### src/rtl/i2c_sw_pkg.sv
`timescale 1ns/1ps
package i2c_sw_pkg;
    localparam int BYTE_W   = 8;
    localparam int CH_N     = 8;
    localparam int PIN_W    = 3;
    localparam int CNT_W    = $clog2(BYTE_W + 1);
    localparam logic [CNT_W-1:0] LAST_BIT = CNT_W'(BYTE_W);

    typedef enum logic [2:0] {
        ST_IDLE,
        ST_ADDR,
        ST_AACK,
        ST_WDAT,
        ST_WACK,
        ST_RDAT,
        ST_RACK
    } sw_state_e;

    typedef struct packed {
        sw_state_e          state;
        logic [CNT_W-1:0]   cnt;
        logic [BYTE_W-1:0]  rx;
        logic [BYTE_W-1:0]  tx;
        logic               rd;
        logic               m_ack;
        logic               oe;
        logic [CH_N-1:0]    pend;
        logic [CH_N-1:0]    act;
    } sw_regs_t;
endpackage

### src/rtl/i2c_sw_sync.sv
`timescale 1ns/1ps
module i2c_sw_sync #(
    parameter int WIDTH  = 2,
    parameter int STAGES = 2
) (
    input  logic             clk,
    input  logic             rst_n,
    input  logic [WIDTH-1:0] in_async,
    output logic [WIDTH-1:0] out_sync
);
    logic [WIDTH-1:0] stage_q [STAGES];
    logic [WIDTH-1:0] stage_d [STAGES];

    always_comb begin
        stage_d[0] = in_async;
        for (int i = 1; i < STAGES; i++) begin
            stage_d[i] = stage_q[i-1];
        end
    end

    // Idle bus lines are high, so reset to ones.
    always_ff @(posedge clk or negedge rst_n) begin
        if (!rst_n) begin
            for (int i = 0; i < STAGES; i++) stage_q[i] <= '1;
        end else begin
            for (int i = 0; i < STAGES; i++) stage_q[i] <= stage_d[i];
        end
    end

    assign out_sync = stage_q[STAGES-1];
endmodule

### src/rtl/i2c_sw_cond.sv
`timescale 1ns/1ps
module i2c_sw_cond (
    input  logic clk,
    input  logic rst_n,
    input  logic scl_s,
    input  logic sda_s,
    output logic scl_rise,
    output logic scl_fall,
    output logic start_det,
    output logic stop_det
);
    typedef struct packed {
        logic scl;
        logic sda;
    } prev_t;

    prev_t prev_d, prev_q;

    always_comb begin
        prev_d.scl = scl_s;
        prev_d.sda = sda_s;
    end

    always_ff @(posedge clk or negedge rst_n) begin
        if (!rst_n) prev_q <= '1;
        else        prev_q <= prev_d;
    end

    assign scl_rise  = scl_s & ~prev_q.scl;
    assign scl_fall  = ~scl_s & prev_q.scl;
    assign start_det = scl_s & prev_q.scl & prev_q.sda & ~sda_s;
    assign stop_det  = scl_s & prev_q.scl & ~prev_q.sda & sda_s;
endmodule

### src/rtl/i2c_sw_fsm.sv
`timescale 1ns/1ps
module i2c_sw_fsm
    import i2c_sw_pkg::*;
#(
    parameter logic [3:0] ADDR_HI = 4'b1110
) (
    input  logic             clk,
    input  logic             rst_n,
    input  logic [PIN_W-1:0] addr_pins,
    input  logic             sda_s,
    input  logic             scl_rise,
    input  logic             scl_fall,
    input  logic             start_det,
    input  logic             stop_det,
    output logic             sda_oe,
    output logic [CH_N-1:0]  chan_en
);
    sw_regs_t r_d, r_q;
    logic     addr_hit;

    assign addr_hit = (r_q.rx[BYTE_W-1:1] == {ADDR_HI, addr_pins});

    always_comb begin
        r_d = r_q;
        if (start_det) begin
            r_d.state = ST_ADDR;
            r_d.cnt   = '0;
            r_d.oe    = 1'b0;
        end else if (stop_det) begin
            r_d.state = ST_IDLE;
            r_d.oe    = 1'b0;
            r_d.act   = r_q.pend;
        end else begin
            unique case (r_q.state)
                ST_IDLE: ;
                ST_ADDR, ST_WDAT: begin
                    if (scl_rise) begin
                        r_d.rx  = {r_q.rx[BYTE_W-2:0], sda_s};
                        r_d.cnt = r_q.cnt + 1'b1;
                    end else if (scl_fall && r_q.cnt == LAST_BIT) begin
                        if (r_q.state == ST_ADDR) begin
                            if (addr_hit) begin
                                r_d.oe    = 1'b1;
                                r_d.rd    = r_q.rx[0];
                                r_d.state = ST_AACK;
                            end else begin
                                r_d.state = ST_IDLE;
                            end
                        end else begin
                            r_d.oe    = 1'b1;
                            r_d.pend  = r_q.rx;
                            r_d.state = ST_WACK;
                        end
                    end
                end
                ST_AACK, ST_WACK: begin
                    if (scl_fall) begin
                        r_d.cnt = '0;
                        if (r_q.state == ST_AACK && r_q.rd) begin
                            r_d.oe    = ~r_q.act[BYTE_W-1];
                            r_d.tx    = {r_q.act[BYTE_W-2:0], 1'b0};
                            r_d.state = ST_RDAT;
                        end else begin
                            r_d.oe    = 1'b0;
                            r_d.state = ST_WDAT;
                        end
                    end
                end
                ST_RDAT: begin
                    if (scl_rise) begin
                        r_d.cnt = r_q.cnt + 1'b1;
                    end else if (scl_fall) begin
                        if (r_q.cnt == LAST_BIT) begin
                            r_d.oe    = 1'b0;
                            r_d.state = ST_RACK;
                        end else begin
                            r_d.oe = ~r_q.tx[BYTE_W-1];
                            r_d.tx = {r_q.tx[BYTE_W-2:0], 1'b0};
                        end
                    end
                end
                ST_RACK: begin
                    if (scl_rise) begin
                        r_d.m_ack = ~sda_s;
                    end else if (scl_fall) begin
                        r_d.cnt = '0;
                        if (r_q.m_ack) begin
                            r_d.oe    = ~r_q.act[BYTE_W-1];
                            r_d.tx    = {r_q.act[BYTE_W-2:0], 1'b0};
                            r_d.state = ST_RDAT;
                        end else begin
                            r_d.state = ST_IDLE;
                        end
                    end
                end
                default: r_d.state = ST_IDLE;
            endcase
        end
    end

    always_ff @(posedge clk or negedge rst_n) begin
        if (!rst_n) begin
            r_q       <= '0;
            r_q.state <= ST_IDLE;
        end else begin
            r_q <= r_d;
        end
    end

    assign sda_oe  = r_q.oe;
    assign chan_en = r_q.act;
endmodule

### src/rtl/i2c_chan_switch.sv
`timescale 1ns/1ps
module i2c_chan_switch
    import i2c_sw_pkg::*;
#(
    parameter logic [3:0] ADDR_HI     = 4'b1110,
    parameter int         SYNC_STAGES = 2
) (
    input  logic             clk,
    input  logic             rst_n,
    input  logic [PIN_W-1:0] addr_pins,
    input  logic             scl_i,
    input  logic             sda_i,
    output logic             sda_oe,
    output logic [CH_N-1:0]  chan_en
);
    logic [1:0] line_s;
    logic       scl_rise, scl_fall, start_det, stop_det;

    i2c_sw_sync #(.WIDTH(2), .STAGES(SYNC_STAGES)) u_sync (
        .clk      (clk),
        .rst_n    (rst_n),
        .in_async ({scl_i, sda_i}),
        .out_sync (line_s)
    );

    i2c_sw_cond u_cond (
        .clk       (clk),
        .rst_n     (rst_n),
        .scl_s     (line_s[1]),
        .sda_s     (line_s[0]),
        .scl_rise  (scl_rise),
        .scl_fall  (scl_fall),
        .start_det (start_det),
        .stop_det  (stop_det)
    );

    i2c_sw_fsm #(.ADDR_HI(ADDR_HI)) u_fsm (
        .clk       (clk),
        .rst_n     (rst_n),
        .addr_pins (addr_pins),
        .sda_s     (line_s[0]),
        .scl_rise  (scl_rise),
        .scl_fall  (scl_fall),
        .start_det (start_det),
        .stop_det  (stop_det),
        .sda_oe    (sda_oe),
        .chan_en   (chan_en)
    );
endmodule

### config.mk
export PLATFORM = sky130hd
export DESIGN_NAME = i2c_chan_switch
export DESIGN_NICKNAME = d
export VERILOG_FILES = /design/src/rtl/i2c_sw_pkg.sv /design/src/rtl/i2c_sw_sync.sv /design/src/rtl/i2c_sw_cond.sv /design/src/rtl/i2c_sw_fsm.sv /design/src/rtl/i2c_chan_switch.sv
export SDC_FILE = /design/constraint.sdc
export NUM_CORES = 1
export LEC_CHECK = 0
export ABC_AREA = 1
export BUFFER_PORTS_ARGS = -buffer_cell sky130_fd_sc_hd__buf_2
export CAP_MARGIN = 10
export CORE_MARGIN = 2
export CORE_UTILIZATION = 60
export DETAILED_ROUTE_END_ITERATION = 12
export GPL_TIMING_DRIVEN = 0
export PLACE_DENSITY = 0.87
export SLEW_MARGIN = 20
export SYNTH_ARGS = -nofsm -noshare
export SYNTH_HDL_FRONTEND = slang
export SYNTH_HIERARCHICAL = 1
export SYNTH_SLANG_ARGS = --single-unit
### constraint.sdc
create_clock -name clk -period 1.86 [get_ports clk]
set_input_delay 0.558 -clock clk [delete_from_list [all_inputs] [get_ports clk]]
set_output_delay 0.558 -clock clk [all_outputs]
set_load 0.005 [all_outputs]
Yosys cells after proc, flatten, opt, wreduce, memory -nomap -nowiden
Index checks and enable logic that the tools add are counted.

operators by class
  add/sub/neg operators = 1
  equality and inequality tests = 33
  muxes and demuxes = 52
  bitwise operators = 17
  reductions and logical operators = 17

operators with widths
  operator                                       number
  two-way mux 8 bit                              10
  two-way mux 7 bit                              4
  two-way mux 3 bit                              9
  != test 4 x 3 -> 1 bit, second input constant  6
  case mux 8 bit (3 select lines)                1
  two-way mux 22 bit                             1
  two-way mux 1 bit                              19
  two-way mux 9 bit                              2
  case mux 4 bit (4 select lines)                1
  case mux 3 bit (5 select lines)                1
  AND reduction 7 bit                            2
  two-way mux 12 bit                             1
  != test 3 bit, second input constant           4
  != test 4 bit, second input constant           3
  AND reduction 11 bit                           1
  != test 2 x 1 -> 1 bit, second input constant  5
  inverter 1 bit                                 10
  AND reduction 10 bit                           1
  equality test 3 bit, second input constant     3
  AND reduction 9 bit                            1
  != test 2 bit, second input constant           4
  AND reduction 4 bit                            2
  bitwise AND 1 bit                              7
  equality test 7 bit                            1
  17 further kinds                               21

word-level totals
  bits in registers = 48
  input port bits = 7
  output and inout bits = 9
  logic and storage cells = 133

Depth between registers and ports, before layout
  depth in word-level cells = 8
  gate-level depth with buffers = 12
  gate-level depth less buffers = 12

Cells and area by module
Netlist, hierarchy kept.

by module, submodules not included
  module       times used  cells an instance  area an instance (sq um)  sequential area each (sq um)
  i2c_sw_fsm   1           295                2,323.5                   1,026.0
  i2c_sw_sync  1           4                  105.1                     105.1
  i2c_sw_cond  1           13                 93.8                      52.6

Least setup slack after synthesis
Ideal clock, no wire load.

  path kind = reg2reg
  from = register u_cond/prev_q[1] (netlist name)
  to = register u_fsm/r_q[13] (netlist name)
  library setup time = 118 ps
  arrival = 1,591 ps
  data required time = 1,742 ps
  slack = 151 ps
  stages on the path, launching flop included = 11
  buffers on the path = 2
  clock period less this slack = 1,709 ps
  cell sequence = dfstp_2 > inv_1 > nor2_1 > nand4_1 > inv_1 > nand2_1 > or2_1 > buf_2 > buf_6 > nand2_1 > o21ai_2

between the ends
  elaborated cells on any way between the ends = 13
  classes of those cells = bitwise (11); reduce/logical (2)

RTL lines
  item                                  RTL line               source
  start, declared                       i2c_sw_cond.sv:17      prev_t prev_d, prev_q;
  start signal, assigned                i2c_sw_cond.sv:26      else prev_q <= prev_d;
  bitwise AND 1 bit                     i2c_sw_cond.sv:30      assign scl_fall = ~scl_s & prev_q.scl;
  via scl_fall                          i2c_chan_switch.sv:17  logic scl_rise, scl_fall, start_det, stop_det;
  logical AND 1 bit                     i2c_sw_fsm.sv:40       end else if (scl_fall && r_q.cnt == LAST_BIT) begin
  AND reduction 6 bit (no source line)  n/a
  end signal, assigned                  i2c_sw_fsm.sv:106      r_q <= r_d;
  end, declared                         i2c_sw_fsm.sv:18       sw_regs_t r_d, r_q;

The timed path passes the listed nets, and every way through them passes these cells.
A chain may end at the register's enable or synchronous reset.

Final worst setup path
  from = register u_cond/prev_q[1] (netlist name)
  to = register u_fsm/r_q[9] (netlist name)

Same word-level chain as after synthesis.

==> qor.txt <==
status = finished, final reports clean
filler instances = 287
VDD IR-drop max = 0.467 mV
Die W = 68.8 um
global-route wire length before repair = 8020 um
leakage power = 1.51 nW
most frequent cells in the layout = 89 x nand2_1, 41 x dfrtp_1, 35 x inv_1
R2R Setup Slk = 30 ps
later-pin clock latency in the skew report = 300 ps
Seq/Total Area, Yosys = 46.9%
DR vias = 2093
clk sinks = 47
CP Class = reg2reg
Syn Nets = 321
Seq cells post-synth = 47
n_diodes = 0
drt drc = 0
largest net degree at the start of global routing = 48
startpoint types = register
Num CTS Buffers = 5
Fin Hold WS = 247 ps
initial antenna violation count = 0
switching fraction of total power = 29.8%
die height = 68.8 um
worst path required time = 2060 ps
Wirelength per Cell = 13.1 um
post-route ant nets = 0
vias per inst = 5.34
crit path max fanout = 8
Max Freq = 546 MHz
Layout Skew = 8.62 ps
Syn Std Cell Area = 2520 um^2
Sw Pwr = 0.649 mW
Clk pin slew, worst setup/hold paths = 80 ps
htree depth = 2
Syn Area/Cell = 8.08 um^2
TritonCTS clock tree = yes
number of global-route vias before repair = 1815
Internal = 1.53 mW
clock tree buffer depth = 2
Rel. slew slack = 62.5%
top area cells in the synthesized netlist = dfrtp_1 41%, nand2_1 14%, dfstp_2 6.3%
hold buffers post-CTS = 0
DP HPWL = 3330 um
Post-Syn Instances = 312
Final Cycle Share = 98.5%
DIE AREA = 4740 um^2
root buf cell = clkbuf_8
final WL = 5140 um
worst slew pin tran = 562 ps
top-area cell type share of the netlist area = 40.7%
final setup vio count = 0
Slew Limit Fails = 0
Final Util = 71.9%
GP Congestion = 0.979
DRT Pass-1 Iters = 5
Port Buf Inserts = 15
core area = 4030 um^2
Flop pwr share = 52.7%
top cell type by total area after synthesis = dfrtp_1
CP Data Arrival Time = 2030 ps
worst r2r dst = u_fsm/r_q[9]$_DFFE_PN0P_
final hold viol count = 0
Worst R2R Path Depth = 9
reg2reg start = u_cond/prev_q[1]$_DFF_PN1_
commonest non-fill, non-tap cell in the layout = nand2_1
Hold Crit Class = in2async
Comb pwr share = 18.3%
RSZ-0062 raised after global routing = yes
fin nets = 351
PwrDens = 752 nW/um^2
# IOs = 16
Max Cap Viol = 0
Initial Util = 62.6%
CP endpoint kind = register
minimum clock period = 1830 ps
layout cells sized above 1 = 30.1%
Tot Pwr = 2.18 mW
Synth cell types = 29
Yosys Warn Count = 6
aggregate global routing overflow = 0
placed cell areas = 2660 um^2
clock share of power = 29.1%
number of DRC markers in iteration 0 = 216
Syn-to-layout area delta = 14.8%
Total GRT Usage = 22.9%
Row Count = 23
Design Area, Final = 2900 um^2
[how the worst max path moves through the flow]
stage	start	end	depth (start not counted)
CTS	u_sync/out_sync[1]$_DFF_PN1_	u_fsm/r_q[30]$_DFFE_PN0P_	7
global placement	u_cond/prev_q[1]$_DFF_PN1_	u_fsm/r_q[13]$_DFFE_PN0P_	10
global route	u_cond/prev_q[1]$_DFF_PN1_	u_fsm/r_q[39]$_DFFE_PN0P_	11
floorplan	u_cond/prev_q[1]$_DFF_PN1_	u_fsm/r_q[13]$_DFFE_PN0P_	10
detailed placement	u_sync/out_sync[1]$_DFF_PN1_	u_fsm/r_q[30]$_DFFE_PN0P_	7
finish	u_cond/prev_q[1]$_DFF_PN1_	u_fsm/r_q[9]$_DFFE_PN0P_	9
[state kept, by name, summed over array words and instances (netlist names)]
name / count
u_fsm/r_q: 32
u_fsm/chan_en: 8
u_cond/prev_q: 2
u_sync/out_sync: 2
u_sync/stage_d: 2
u_fsm/sda_oe: 1
[power by group through the flow]
| stage | Combinational, mW | Clock [mW] | Sequential (mW) |
|---|---|---|---|
| floorplan | 0.272 | 0 | 1.16 |
| global placement | 0.349 | 0 | 1.16 |
| detailed placement | 0.360 | 0 | 1.16 |
| CTS | 0.361 | 0.656 | 1.15 |
| global route | 0.454 | 0.683 | 1.16 |
| finish | 0.398 | 0.633 | 1.15 |
[cell usage after synthesis]
cell type and count:
dfrtp_1 41, inv_2 3, nor2_2 2, nand3_1 20, ha_1 2, nand3_2 4
o21ai_2 7, nor2_4 4, inv_1 35, nand2_1 93, nand2_4 2, o21ai_1 4
buf_6 1, a21oi_1 8, or2_1 1, buf_4 10, nand3b_1 1, o211ai_1 1
xor2_1 1, o21a_1 1, nor2_1 24, nand4_1 2, buf_2 3, mux2_2 7
dfstp_2 6, a21oi_2 1, clkinv_1 1, o21ai_0 17, nand2_2 10
[layer usage]
layer	global-route usage (%)	wire [um]	up-vias
met5	0	0	-
met4	7.84	94	0
met3	5.52	307	11
met2	35.8	2500	72
met1	31.4	2250	977
li1	-	-	1033
[kinds of logic after synthesis]
kind of cell	Yosys count	synth area share, %
compound gates	39	9.13
fa+ha+maj	2	0.992
xor+xnor	1	0.347
buf+inv	53	9.82
mux	7	3.13
flops	47	46.9
simple gates	163	29.7
[worst max-delay path, cell delays in order (launching register included)]
cell	delay (ps)
dfstp_2	580
inv_1	80
nor2_4	140
nand4_1	170
inv_1	120
nand2_2	70
or2_4	300
buf_4	150
nand2_1	70
o21ai_2	50
[per-stage QoR]
| step | TNS [ps] | instances | worst slack, ps |
|---|---|---|---|
| 2_1_floorplan | 0 | 312 | 151 |
| 3_3_place_gp | -122 | 377 | -35.4 |
| 3_5_place_dp | -135 | 377 | -29.3 |
| 4_1_cts | -472 | 384 | -65.9 |
| 5_1_grt | -468 | 392 | -91.4 |
| 6_report | 0 | 392 | 27.0 |
[area by class of cell]
class | count | area [um^2] | share of cell area (%)
inverter | 39 | 146 | 5.06
timing repair buffer | 24 | 163 | 5.62
clock buffer | 6 | 82.6 | 2.85
clock inverter | 1 | 8.76 | 0.303
buffer | 13 | 100 | 3.46
sequential | 47 | 1180 | 40.9
tap | 50 | 62.6 | 2.16
multi-input combinational | 212 | 1150 | 39.7
[timing repair]
| item | 4_1_cts | 5_1_grt |
|---|---|---|
| pin swaps | 0 | 8 |
| setup buffers | 0 | 8 |
| cloned | 0 | 1 |
| endpoints found under the setup margin | 16 | 35 |
| gates resized for setup | 1 | 18 |
Note: power is estimated with default switching activity, not from simulation.
